<file path="src/rtl/uart_lsr_pkg.sv">
package uart_lsr_pkg;

    localparam int DATA_W = 8;

    localparam logic [1:0] ADDR_DATA = 2'd0;
    localparam logic [1:0] ADDR_MCR  = 2'd1;
    localparam logic [1:0] ADDR_LSR  = 2'd2;

    localparam int MCR_LOOP = 4;
    localparam int MCR_RTS  = 1;
    localparam int MCR_DTR  = 0;
    localparam logic [7:0] MCR_MASK = 8'h13;

    typedef enum logic [2:0] {
        SER_IDLE,
        SER_START,
        SER_DATA,
        SER_PAR,
        SER_STOP
    } ser_state_e;

    typedef struct packed {
        logic [DATA_W-1:0] data;
        logic              fe;
        logic              pe;
    } rx_frame_t;

    typedef struct packed {
        logic bi;
        logic fe;
        logic pe;
        logic oe;
    } err_flags_t;

    function automatic logic even_par(input logic [DATA_W-1:0] d);
        return ^d;
    endfunction

endpackage

</file>
<file path="src/rtl/uart_tx_engine.sv">
module uart_tx_engine
    import uart_lsr_pkg::*;
#(
    parameter int OVS       = 16,
    parameter int PARITY_EN = 1
) (
    input  logic              clk,
    input  logic              rst,
    input  logic              tick,
    input  logic              load,
    input  logic [DATA_W-1:0] load_data,
    output logic              busy,
    output logic              line
);
    localparam int CW = $clog2(OVS);
    localparam int BW = $clog2(DATA_W);

    ser_state_e        state;
    logic [CW-1:0]     tcnt;
    logic [BW-1:0]     bitn;
    logic [DATA_W-1:0] shreg;
    logic              par_q;

    assign busy = (state != SER_IDLE);

    always_ff @(posedge clk) begin
        if (rst) begin
            state <= SER_IDLE;
            tcnt  <= '0;
            bitn  <= '0;
            shreg <= '0;
            par_q <= 1'b0;
            line  <= 1'b1;
        end else if (state == SER_IDLE) begin
            if (load) begin
                state <= SER_START;
                shreg <= load_data;
                par_q <= even_par(load_data);
                tcnt  <= '0;
                line  <= 1'b0;
            end
        end else if (tick) begin
            if (tcnt == CW'(OVS - 1)) begin
                tcnt <= '0;
                case (state)
                    SER_START: begin
                        state <= SER_DATA;
                        bitn  <= '0;
                        line  <= shreg[0];
                    end
                    SER_DATA: begin
                        if (bitn == BW'(DATA_W - 1)) begin
                            if (PARITY_EN != 0) begin
                                state <= SER_PAR;
                                line  <= par_q;
                            end else begin
                                state <= SER_STOP;
                                line  <= 1'b1;
                            end
                        end else begin
                            bitn  <= bitn + 1'b1;
                            shreg <= shreg >> 1;
                            line  <= shreg[1];
                        end
                    end
                    SER_PAR: begin
                        state <= SER_STOP;
                        line  <= 1'b1;
                    end
                    default: begin
                        state <= SER_IDLE;
                        line  <= 1'b1;
                    end
                endcase
            end else begin
                tcnt <= tcnt + 1'b1;
            end
        end
    end

endmodule

</file>
<file path="src/rtl/uart_rx_engine.sv">
module uart_rx_engine
    import uart_lsr_pkg::*;
#(
    parameter int OVS       = 16,
    parameter int PARITY_EN = 1
) (
    input  logic      clk,
    input  logic      rst,
    input  logic      tick,
    input  logic      line,
    output logic      done,
    output rx_frame_t frame
);
    localparam int CW   = $clog2(OVS);
    localparam int BW   = $clog2(DATA_W);
    localparam int HALF = OVS / 2;

    ser_state_e        state;
    logic [CW-1:0]     cnt;
    logic [BW-1:0]     bitn;
    logic [DATA_W-1:0] shreg;
    logic              parbit;

    always_ff @(posedge clk) begin
        if (rst) begin
            state  <= SER_IDLE;
            cnt    <= '0;
            bitn   <= '0;
            shreg  <= '0;
            parbit <= 1'b0;
            done   <= 1'b0;
            frame  <= '0;
        end else begin
            done <= 1'b0;
            if (state == SER_IDLE) begin
                if (!line) begin
                    state <= SER_START;
                    cnt   <= '0;
                end
            end else if (tick) begin
                if (state == SER_START) begin
                    if (cnt == CW'(HALF - 1)) begin
                        cnt   <= '0;
                        bitn  <= '0;
                        state <= line ? SER_IDLE : SER_DATA;
                    end else begin
                        cnt <= cnt + 1'b1;
                    end
                end else if (cnt == CW'(OVS - 1)) begin
                    cnt <= '0;
                    case (state)
                        SER_DATA: begin
                            shreg <= {line, shreg[DATA_W-1:1]};
                            if (bitn == BW'(DATA_W - 1))
                                state <= (PARITY_EN != 0) ? SER_PAR : SER_STOP;
                            else
                                bitn <= bitn + 1'b1;
                        end
                        SER_PAR: begin
                            parbit <= line;
                            state  <= SER_STOP;
                        end
                        default: begin
                            done       <= 1'b1;
                            frame.data <= shreg;
                            frame.fe   <= !line;
                            frame.pe   <= (PARITY_EN != 0) && (parbit != even_par(shreg));
                            state      <= SER_IDLE;
                        end
                    endcase
                end else begin
                    cnt <= cnt + 1'b1;
                end
            end
        end
    end

endmodule

</file>
<file path="src/rtl/uart_break_det.sv">
module uart_break_det
    import uart_lsr_pkg::*;
#(
    parameter int OVS       = 16,
    parameter int PARITY_EN = 1
) (
    input  logic clk,
    input  logic rst,
    input  logic tick,
    input  logic line,
    output logic brk_evt
);
    localparam int LIMIT = OVS * (DATA_W + 2 + ((PARITY_EN != 0) ? 1 : 0));
    localparam int BW    = $clog2(LIMIT + 2);

    logic [BW-1:0] low_cnt;

    always_ff @(posedge clk) begin
        if (rst) begin
            low_cnt <= '0;
            brk_evt <= 1'b0;
        end else begin
            brk_evt <= tick && !line && (low_cnt == BW'(LIMIT));
            if (line)
                low_cnt <= '0;
            else if (tick && (low_cnt != BW'(LIMIT + 1)))
                low_cnt <= low_cnt + 1'b1;
        end
    end

endmodule

</file>
<file path="src/rtl/uart_lsr_core.sv">
module uart_lsr_core
    import uart_lsr_pkg::*;
#(
    parameter int OVS         = 16,
    parameter int PARITY_EN   = 1,
    parameter int SYNC_STAGES = 2
) (
    input  logic       clk,
    input  logic       rst,
    input  logic       baud_tick,
    input  logic [1:0] reg_addr,
    input  logic       reg_wr,
    input  logic       reg_rd,
    input  logic [7:0] reg_wdata,
    output logic [7:0] reg_rdata,
    input  logic       rx_in,
    output logic       tx_out,
    output logic       rts_n,
    output logic       dtr_n
);
    logic [7:0]        mcr_q;
    logic              thr_full_q;
    logic [DATA_W-1:0] thr_q;
    logic [DATA_W-1:0] rbr_q;
    logic              dr_q;
    err_flags_t        err_q, err_d;

    logic      tx_busy, tx_line, tx_load;
    logic      rx_done, brk_evt;
    rx_frame_t rx_frame;
    logic      loop_en, rx_src, rx_sync;
    logic      wr_data, wr_mcr, rd_data, rd_lsr;
    logic      temt, thre;
    logic [7:0] lsr_byte;

    assign loop_en = mcr_q[MCR_LOOP];
    assign wr_data = reg_wr && (reg_addr == ADDR_DATA);
    assign wr_mcr  = reg_wr && (reg_addr == ADDR_MCR);
    assign rd_data = reg_rd && (reg_addr == ADDR_DATA);
    assign rd_lsr  = reg_rd && (reg_addr == ADDR_LSR);
    assign tx_load = thr_full_q && !tx_busy;

    // Serial input path: loopback select, then resynchronisation
    assign rx_src = loop_en ? tx_line : rx_in;

    logic [SYNC_STAGES-1:0] sync_q;
    generate
        for (genvar s = 0; s < SYNC_STAGES; s++) begin : g_sync
            always_ff @(posedge clk) begin
                if (rst)
                    sync_q[s] <= 1'b1;
                else if (s == 0)
                    sync_q[s] <= rx_src;
                else
                    sync_q[s] <= sync_q[(s == 0) ? 0 : s-1];
            end
        end
    endgenerate
    assign rx_sync = sync_q[SYNC_STAGES-1];

    uart_tx_engine #(.OVS(OVS), .PARITY_EN(PARITY_EN)) u_tx (
        .clk       (clk),
        .rst       (rst),
        .tick      (baud_tick),
        .load      (tx_load),
        .load_data (thr_q),
        .busy      (tx_busy),
        .line      (tx_line)
    );

    uart_rx_engine #(.OVS(OVS), .PARITY_EN(PARITY_EN)) u_rx (
        .clk   (clk),
        .rst   (rst),
        .tick  (baud_tick),
        .line  (rx_sync),
        .done  (rx_done),
        .frame (rx_frame)
    );

    uart_break_det #(.OVS(OVS), .PARITY_EN(PARITY_EN)) u_brk (
        .clk     (clk),
        .rst     (rst),
        .tick    (baud_tick),
        .line    (rx_sync),
        .brk_evt (brk_evt)
    );

    // Error flags: read clears, a same-cycle event wins
    always_comb begin
        err_d = rd_lsr ? '0 : err_q;
        if (brk_evt)                            err_d.bi = 1'b1;
        if (rx_done && rx_frame.fe)             err_d.fe = 1'b1;
        if (rx_done && rx_frame.pe)             err_d.pe = 1'b1;
        if (rx_done && dr_q && !rd_data)        err_d.oe = 1'b1;
    end

    always_ff @(posedge clk) begin
        if (rst) begin
            mcr_q      <= '0;
            thr_full_q <= 1'b0;
            thr_q      <= '0;
            rbr_q      <= '0;
            dr_q       <= 1'b0;
            err_q      <= '0;
        end else begin
            err_q <= err_d;
            if (wr_mcr)
                mcr_q <= reg_wdata & MCR_MASK;
            if (tx_load)
                thr_full_q <= 1'b0;
            if (wr_data) begin
                thr_full_q <= 1'b1;
                thr_q      <= reg_wdata;
            end
            if (rd_data)
                dr_q <= 1'b0;
            if (rx_done) begin
                dr_q  <= 1'b1;
                rbr_q <= rx_frame.data;
            end
        end
    end

    assign thre     = !thr_full_q;
    assign temt     = !thr_full_q && !tx_busy;
    assign lsr_byte = {1'b0, temt, thre, err_q.bi, err_q.fe, err_q.pe, err_q.oe, dr_q};

    always_comb begin
        case (reg_addr)
            ADDR_DATA: reg_rdata = rbr_q;
            ADDR_MCR:  reg_rdata = mcr_q;
            ADDR_LSR:  reg_rdata = lsr_byte;
            default:   reg_rdata = 8'h00;
        endcase
    end

    assign tx_out = loop_en ? 1'b1 : tx_line;
    assign rts_n  = !mcr_q[MCR_RTS];
    assign dtr_n  = !mcr_q[MCR_DTR];

endmodule

</file>
<file path="config.mk">
export PLATFORM = sky130hd
export DESIGN_NAME = uart_lsr_core
export DESIGN_NICKNAME = d
export VERILOG_FILES = /design/src/rtl/uart_lsr_pkg.sv /design/src/rtl/uart_tx_engine.sv /design/src/rtl/uart_rx_engine.sv /design/src/rtl/uart_break_det.sv /design/src/rtl/uart_lsr_core.sv
export SDC_FILE = /design/constraint.sdc
export NUM_CORES = 1
export LEC_CHECK = 0
export BUFFER_PORTS_ARGS = -buffer_cell sky130_fd_sc_hd__buf_4
export CELL_PAD_IN_SITES_DETAIL_PLACEMENT = 2
export CELL_PAD_IN_SITES_GLOBAL_PLACEMENT = 2
export CORE_MARGIN = 1.5
export CORE_UTILIZATION = 40
export DETAILED_ROUTE_END_ITERATION = 6
export GPL_ROUTABILITY_DRIVEN = 0
export PLACE_DENSITY_LB_ADDON = 0.2
export SYNTH_ARGS = -nofsm -noshare
export SYNTH_HDL_FRONTEND = slang
export SYNTH_SLANG_ARGS = --single-unit
</file>
<file path="constraint.sdc">
create_clock -name clk -period 5.6 [get_ports clk]
set_input_delay 1.12 -clock clk [delete_from_list [all_inputs] [get_ports clk]]
set_output_delay 1.12 -clock clk [all_outputs]
set_load 0.03 [all_outputs]
</file>
==> out/metrics.yaml, run 1 <==
status: "finished clean"
path_clk_slew_ns: 0.09
die_x_um: 103
seq_area_frac_synth_pct: 43.2
io_buffers: 26
cts_hold_buf: 0
cts_tree: "built"
vdd_drop_max_mv: 0.101
postRouteAntennaNets: 0
overflow: 0
multi_input_area_um2: 2100
area_growth_pct: 10.8
crit_family: "simple AND/OR/NAND/NOR gates"
cp_slowest_cell: "or3_1"
ys_ff_latch: 86
htreeDepth: 3
hold_viol_final: 0
synth_edf_count: 0
fin_nets: 490
ctsResizeCount: 0
grt_pass1_vias: 3392
fillers: 1111
path_class: "reg -> out"
final_max_slew_viol_count: 0
leakage_nw: 1.60
post_cts_buffers: 0
vias_per_cell: 5.35
holdWs_ns: 0.415
synth_ff_type: "dfxtp_1"
period_share_pct: 56.2
synth_area_leaders: "dfxtp_1, mux2i_1, nand2_1"
setup_tns_ns: 0
powerDensity_nw_per_um2: 260
cts_buffers: 9
layout_commonest_cell: "dfxtp_1"
crit_buf_inv: 1
row_count: 36
drc: 0
start_util_pct: 41.0
clock-skew-final_ns: 0.00936
worstMarginPinSlew_ns: 0.790
hpwl_um: 7110
cp-start-kind: "register"
coreArea_um2: 9730
crit_top_cell: "nor2_1"
cpPeakStageDelay_ns: 0.60
synth_top_cell_by_area: "dfxtp_1"
ys_async_sr_fraction_pct: 0
synth_cell_type_count: 59
crit_path_end_kind: "primary output"
wire_per_inst_um: 16.5
track_usage_pct: 20.3
fin_crit_ns: 3.15
max-clock-path-buffers: 2
synth.avg_cell_area_um2: 8.77
rsz0062_at_grt: "no"
drive_gt1_share_pct: 12.3
wirelength_um: 9960
critPathMaxFanout: 12
ys_warn_count: 0
post-place-cells: 587
antenna_found_initial: 0
fmax_mhz: 318
relSlewSlack_pct: 47.3
pre_cts_ws_ns: 2.55
synth_top_area_share_pct: 43.2
clock-sinks: 86
setup_viol: 0
final_cell_mix: "dfxtp_1, nand2_1, nor2_1, a21oi_1, mux2i_1"
dr.pass1.iters: 4
drt_iter0_drc: 85
clk_latency_ns: 0.36
dieHeight_um: 103
syn-cell-area_um2: 3990
maxCapViolations: 0
vias: 3228
arrival_ns: 2.03
fin_cells: 603
grt_max_degree: 77
synthesis.nets: 480
cp.required_ns: 4.48
io_pins: 27
seq_area_um2: 1720
grt_pass1_wl_um: 16600
die_area_um2: 10600
hold_class: "reg -> reg"
cts-root-buf: "clkbuf_8"
antenna_cells: 0
synthCells: 455
worst_slack_ns: 2.45
path_cells: "or3_1 -> nor2_1 -> mux2i_1 -> nor2_1 -> buf_4"
[registers in the layout, summed over array words and instances (netlist names), 3 cells and up]
name and cells:
rbr_q 8, u_brk.low_cnt 8, thr_q 8, u_tx.tcnt 4, u_tx.bitn 3, u_tx.shreg 8
u_rx.cnt 4, mcr_q 3, u_tx.state 3, u_rx.shreg 8, u_rx.bitn 3, u_rx.state 3
err_q 4, u_rx.frame 10
[logic make-up (layout without fill, tap and decap cells)]
| kind of cell | Yosys count | count (layout) | synth area share [%] |
|---|---|---|---|
| AO/OA/AOI/OAI | 87 | 87 | 14.8 |
| XOR/XNOR | 20 | 20 | 4.74 |
| adder cells (fa/ha/maj) | 9 | 9 | 2.82 |
| buffers and inverters | 36 | 51 | 4.23 |
| flip-flops | 86 | 86 | 43.2 |
| multiplexers | 32 | 32 | 8.03 |
| AND/OR/NAND/NOR | 185 | 185 | 22.2 |
[report_power, final]
group / switching [mW] / total (mW) / internal, mW
logic: 0.0416 / 0.0681 / 0.0265
clock network: 0.242 / 0.454 / 0.212
registers: 0.00814 / 0.626 / 0.618
total: 0.292 / 1.15 / 0.856
[cell usage after synthesis, drive strengths merged, types with 3 or more instances]
cell type	n
dfxtp	86
o21ai	9
o31ai	3
mux2i	32
a21oi	39
nand3b	3
nor3	5
xnor2	11
nand2	68
a31oi	3
a211oi	5
nor2	54
or3b	4
nand2b	6
buf	12
nand3	11
a311oi	8
or3	5
ha	9
clkbuf	15
and2	5
a22oi	5
inv	9
nand4	5
xor2	8
or2	4
[area by class of cell]
cell class              instances  share of cell area [%]
clock buffers                   9                    2.80
clock inverters                 7                    1.84
inverters                       9                   0.764
multi-input cells             333                    47.5
flip-flops and latches         86                    38.9
well taps                     133                    3.76
repair buffers                 26                    4.42
[stage by stage]
step           cell area [um^2]  util (%)  total power [mW]
2_1_floorplan              3990         -             0.685
3_3_place_gp               4220      43.3             0.706
3_5_place_dp               4220      43.3             0.709
4_1_cts                    4420      45.4              1.16
5_1_grt                    4420      45.4              1.20
6_report                   4420      45.4              1.15
[final timing paths]
path | start | end | slack [ns] | cells after the start
worst min-delay path | sync_q[0] | rx_sync | 0.41 | 1
worst max register to register | u_tx.state[0] | u_tx.tcnt[3] | 3.47 | 4
worst min register to register | sync_q[0] | rx_sync | 0.41 | 1
worst max-delay path | u_tx.state[0] | reg_rdata[6] | 2.45 | 5
[metal layers]
| metal | track usage (%) | part of all wire [%] |
|---|---|---|
| met5 | 0 | 0 |
| met4 | 6.86 | 1.3 |
| met3 | 2.31 | 1.8 |
| met2 | 35.8 | 49 |
| met1 | 25.8 | 48 |
No activity file was read; power rests on OpenSTA's default activity.
==> inputs of run 2 (changes only) <==
Settings changed: ABC_AREA from default to 1, CORE_UTILIZATION 40 to 35.
Clock period 5.6 ns to 3.04 ns, I/O delays scaled along.
==> out/metrics.yaml, run 2 <==
path_class: "in -> out"
antenna_found_initial: 0
hold_start: "sync_q[0]"
ys_ff_latch: 86
fin_nets: 604
p_seq_share_pct: 43.8
cts_buffers: 9
synth_top_area_share_pct: 41.8
powerDensity_nw_per_um2: 585
setup_tns_ns: 0
syn-cell-area_um2: 4120
clk_latency_ns: 0.34
final_cell_mix: "nand2_1, dfxtp_1, inv_1, a21oi_1, nor2_1"
path_cells: "buf_4 -> inv_1 -> nor2_1 -> nand2_1 -> o21ai_0 -> buf_4"
synth_cell_type_count: 41
relSlewSlack_pct: 55.5
dr.pass1.iters: 4
dieHeight_um: 111
ys_warn_count: 0
p_int_mw: 1.96
fin_crit_ns: 2.27
ctsResizeCount: 0
final_max_slew_viol_count: 0
grt_pass1_wl_um: 19600
rsz0062_at_grt: "no"
ys_async_sr_fraction_pct: 0
cp.required_ns: 2.43
crit_path_end_kind: "primary output"
synthTopCellsByCount: "nand2_1, dfxtp_1, inv_1"
cp-start-kind: "primary input"
start_util_pct: 35.9
synthCells: 559
ff2ff_path_depth: 9
multi_input_area_um2: 1990
cts-root-buf: "clkbuf_16"
status: "finished clean"
track_usage_pct: 19.4
final_util_pct: 40.9
vdd_drop_max_mv: 0.374
worstSetupPathDepth: 6
postRouteAntennaNets: 0
die_x_um: 111
worstMarginPinSlew_ns: 0.667
clkPwrFrac_pct: 40.5
post_cts_buffers: 0
clock-skew-final_ns: 0.00485
fmax_mhz: 440
vias: 3653
drc: 0
synth.avg_cell_area_um2: 7.37
overflow: 0
cpPeakStageDelay_ns: 0.34
fillers: 1335
coreArea_um2: 11500
seq_area_um2: 1720
yosysMostFrequentCell: "nand2_1"
die_area_um2: 12400
max-clock-path-buffers: 2
reg2reg_setup_slack_ns: 1.10
vias_per_cell: 5.02
critPathMaxFanout: 7
leakage_nw: 1.92
period_share_pct: 74.7
crit_buf_inv: 3
min_to: "rx_sync"
row_count: 39
arrival_ns: 1.66
io_buffers: 26
synth_area_leaders: "dfxtp_1, nand2_1, a21oi_1"
hpwl_um: 7980
cp_slowest_cell: "nor2_1"
hold-path-cell-count: 1
cts_tree: "built"
grt_pass1_vias: 4076
sw_frac_of_total_pct: 28.7
crit_top_cell: "buf_4"
wirelength_um: 10800
cts_hold_buf: 0
synth_ff_type: "dfxtp_1"
drt_iter0_drc: 94
hold_class: "reg -> reg"
worstReg2RegEnd: "u_rx.frame[0]"
p_switching_mw: 0.786
layout_commonest_cell: "nand2_1"
synth_top_cell_by_area: "dfxtp_1"
power_frac_comb_pct: 15.7
wire_per_inst_um: 14.9
seq_area_frac_synth_pct: 41.8
setup_viol: 0
htreeDepth: 3
r2r_start: "u_rx.cnt[0]"
hold_viol_final: 0
crit_family: "simple AND/OR/NAND/NOR gates"
synthesis.nets: 584
maxCapViolations: 0
drive_gt1_share_pct: 12.8
antenna_cells: 0
io_pins: 27
regMostFlops: "u_rx.frame"
synth_edf_count: 0
area_growth_pct: 13.8
path_clk_slew_ns: 0.06
largest_reg_flops: 10
clock-sinks: 86
grt_max_degree: 24
## run 2: cell types whose count changed after synthesis, moves of 7 or more
| cell | delta |
|---|---|
| nand3_1 | +11 |
| o21ai_1 | +18 |
| o21ai_0 | +39 |
| mux2i_1 | -32 |
| xor2_1 | -7 |
| nand2_1 | +43 |
| inv_1 | +58 |
| a21oi_1 | +18 |
## run 2: cell type report
cell class	instances	area share, %
Clock buffer	10	5.10
Timing Repair Buffer	28	4.48
Tap cell	143	3.82
Clock inverter	6	1.31
Inverter	74	6.19
Multi-Input combinational cell	380	42.4
Sequential cell	86	36.7
## run 2: worst register-to-register path, cell delays in order (launching register included)
cell and delay [ns]:
dfxtp_1 0.38, ha_1 0.21, nand3_1 0.15, nor2_1 0.15
inv_2 0.09, nor2_2 0.52, inv_1 0.13, o21ai_1 0.15
nand2_1 0.06, inv_1 0.04
## run 2: worst max-delay path by stage
| stage | startpoint | to | slack [ns] |
|---|---|---|---|
| 2_1_floorplan | reg_addr[1] | reg_rdata[6] | 0.73 |
| 3_3_place_gp | reg_addr[1] | reg_rdata[6] | 0.85 |
| 3_5_place_dp | reg_addr[1] | reg_rdata[6] | 0.76 |
| 4_1_cts | reg_addr[1] | reg_rdata[6] | 0.75 |
| 5_1_grt | reg_addr[1] | reg_rdata[6] | 0.62 |
| 6_report | reg_addr[1] | reg_rdata[6] | 0.77 |
## run 2: routing by layer
layer	routed length [um]	global-route usage (%)	share of wire, %
met1	4830	22.6	45
met2	5640	35.8	52
met3	176	3.27	1.6
met4	175	6.41	1.6
met5	0	0	0
## run 2: metrics by stage
stage / hold slack (ns) / worst slack (ns) / instance area, um^2 / power (mW) / instances
floorplan: 0.389 / 0.730 / 4120 / 1.58 / 559
global placement: 0.405 / 0.847 / 4390 / 1.63 / 711
detailed placement: 0.414 / 0.756 / 4390 / 1.66 / 711
CTS: 0.438 / 0.752 / 4690 / 2.79 / 727
global route: 0.450 / 0.616 / 4690 / 2.89 / 727
finish: 0.438 / 0.769 / 4690 / 2.74 / 727
## run 2: logic make-up (layout without fill, tap and decap cells)
group,count (synthesis),after routing,share of synthesized area (%)
XOR/XNOR,10,10,2.13
AND/OR/NAND/NOR,226,226,25.7
adder cells (fa/ha/maj),9,9,2.73
buffers and inverters,93,118,9.99
AO/OA/AOI/OAI,135,135,17.6
flip-flops,86,86,41.8
## run 2: power by group through the flow
stage / clock network [mW] / logic [mW] / registers [mW]
CTS: 1.15 / 0.440 / 1.20
floorplan: 0 / 0.368 / 1.22
global route: 1.20 / 0.485 / 1.20
global placement: 0 / 0.410 / 1.22
finish: 1.11 / 0.431 / 1.20
detailed placement: 0 / 0.430 / 1.23
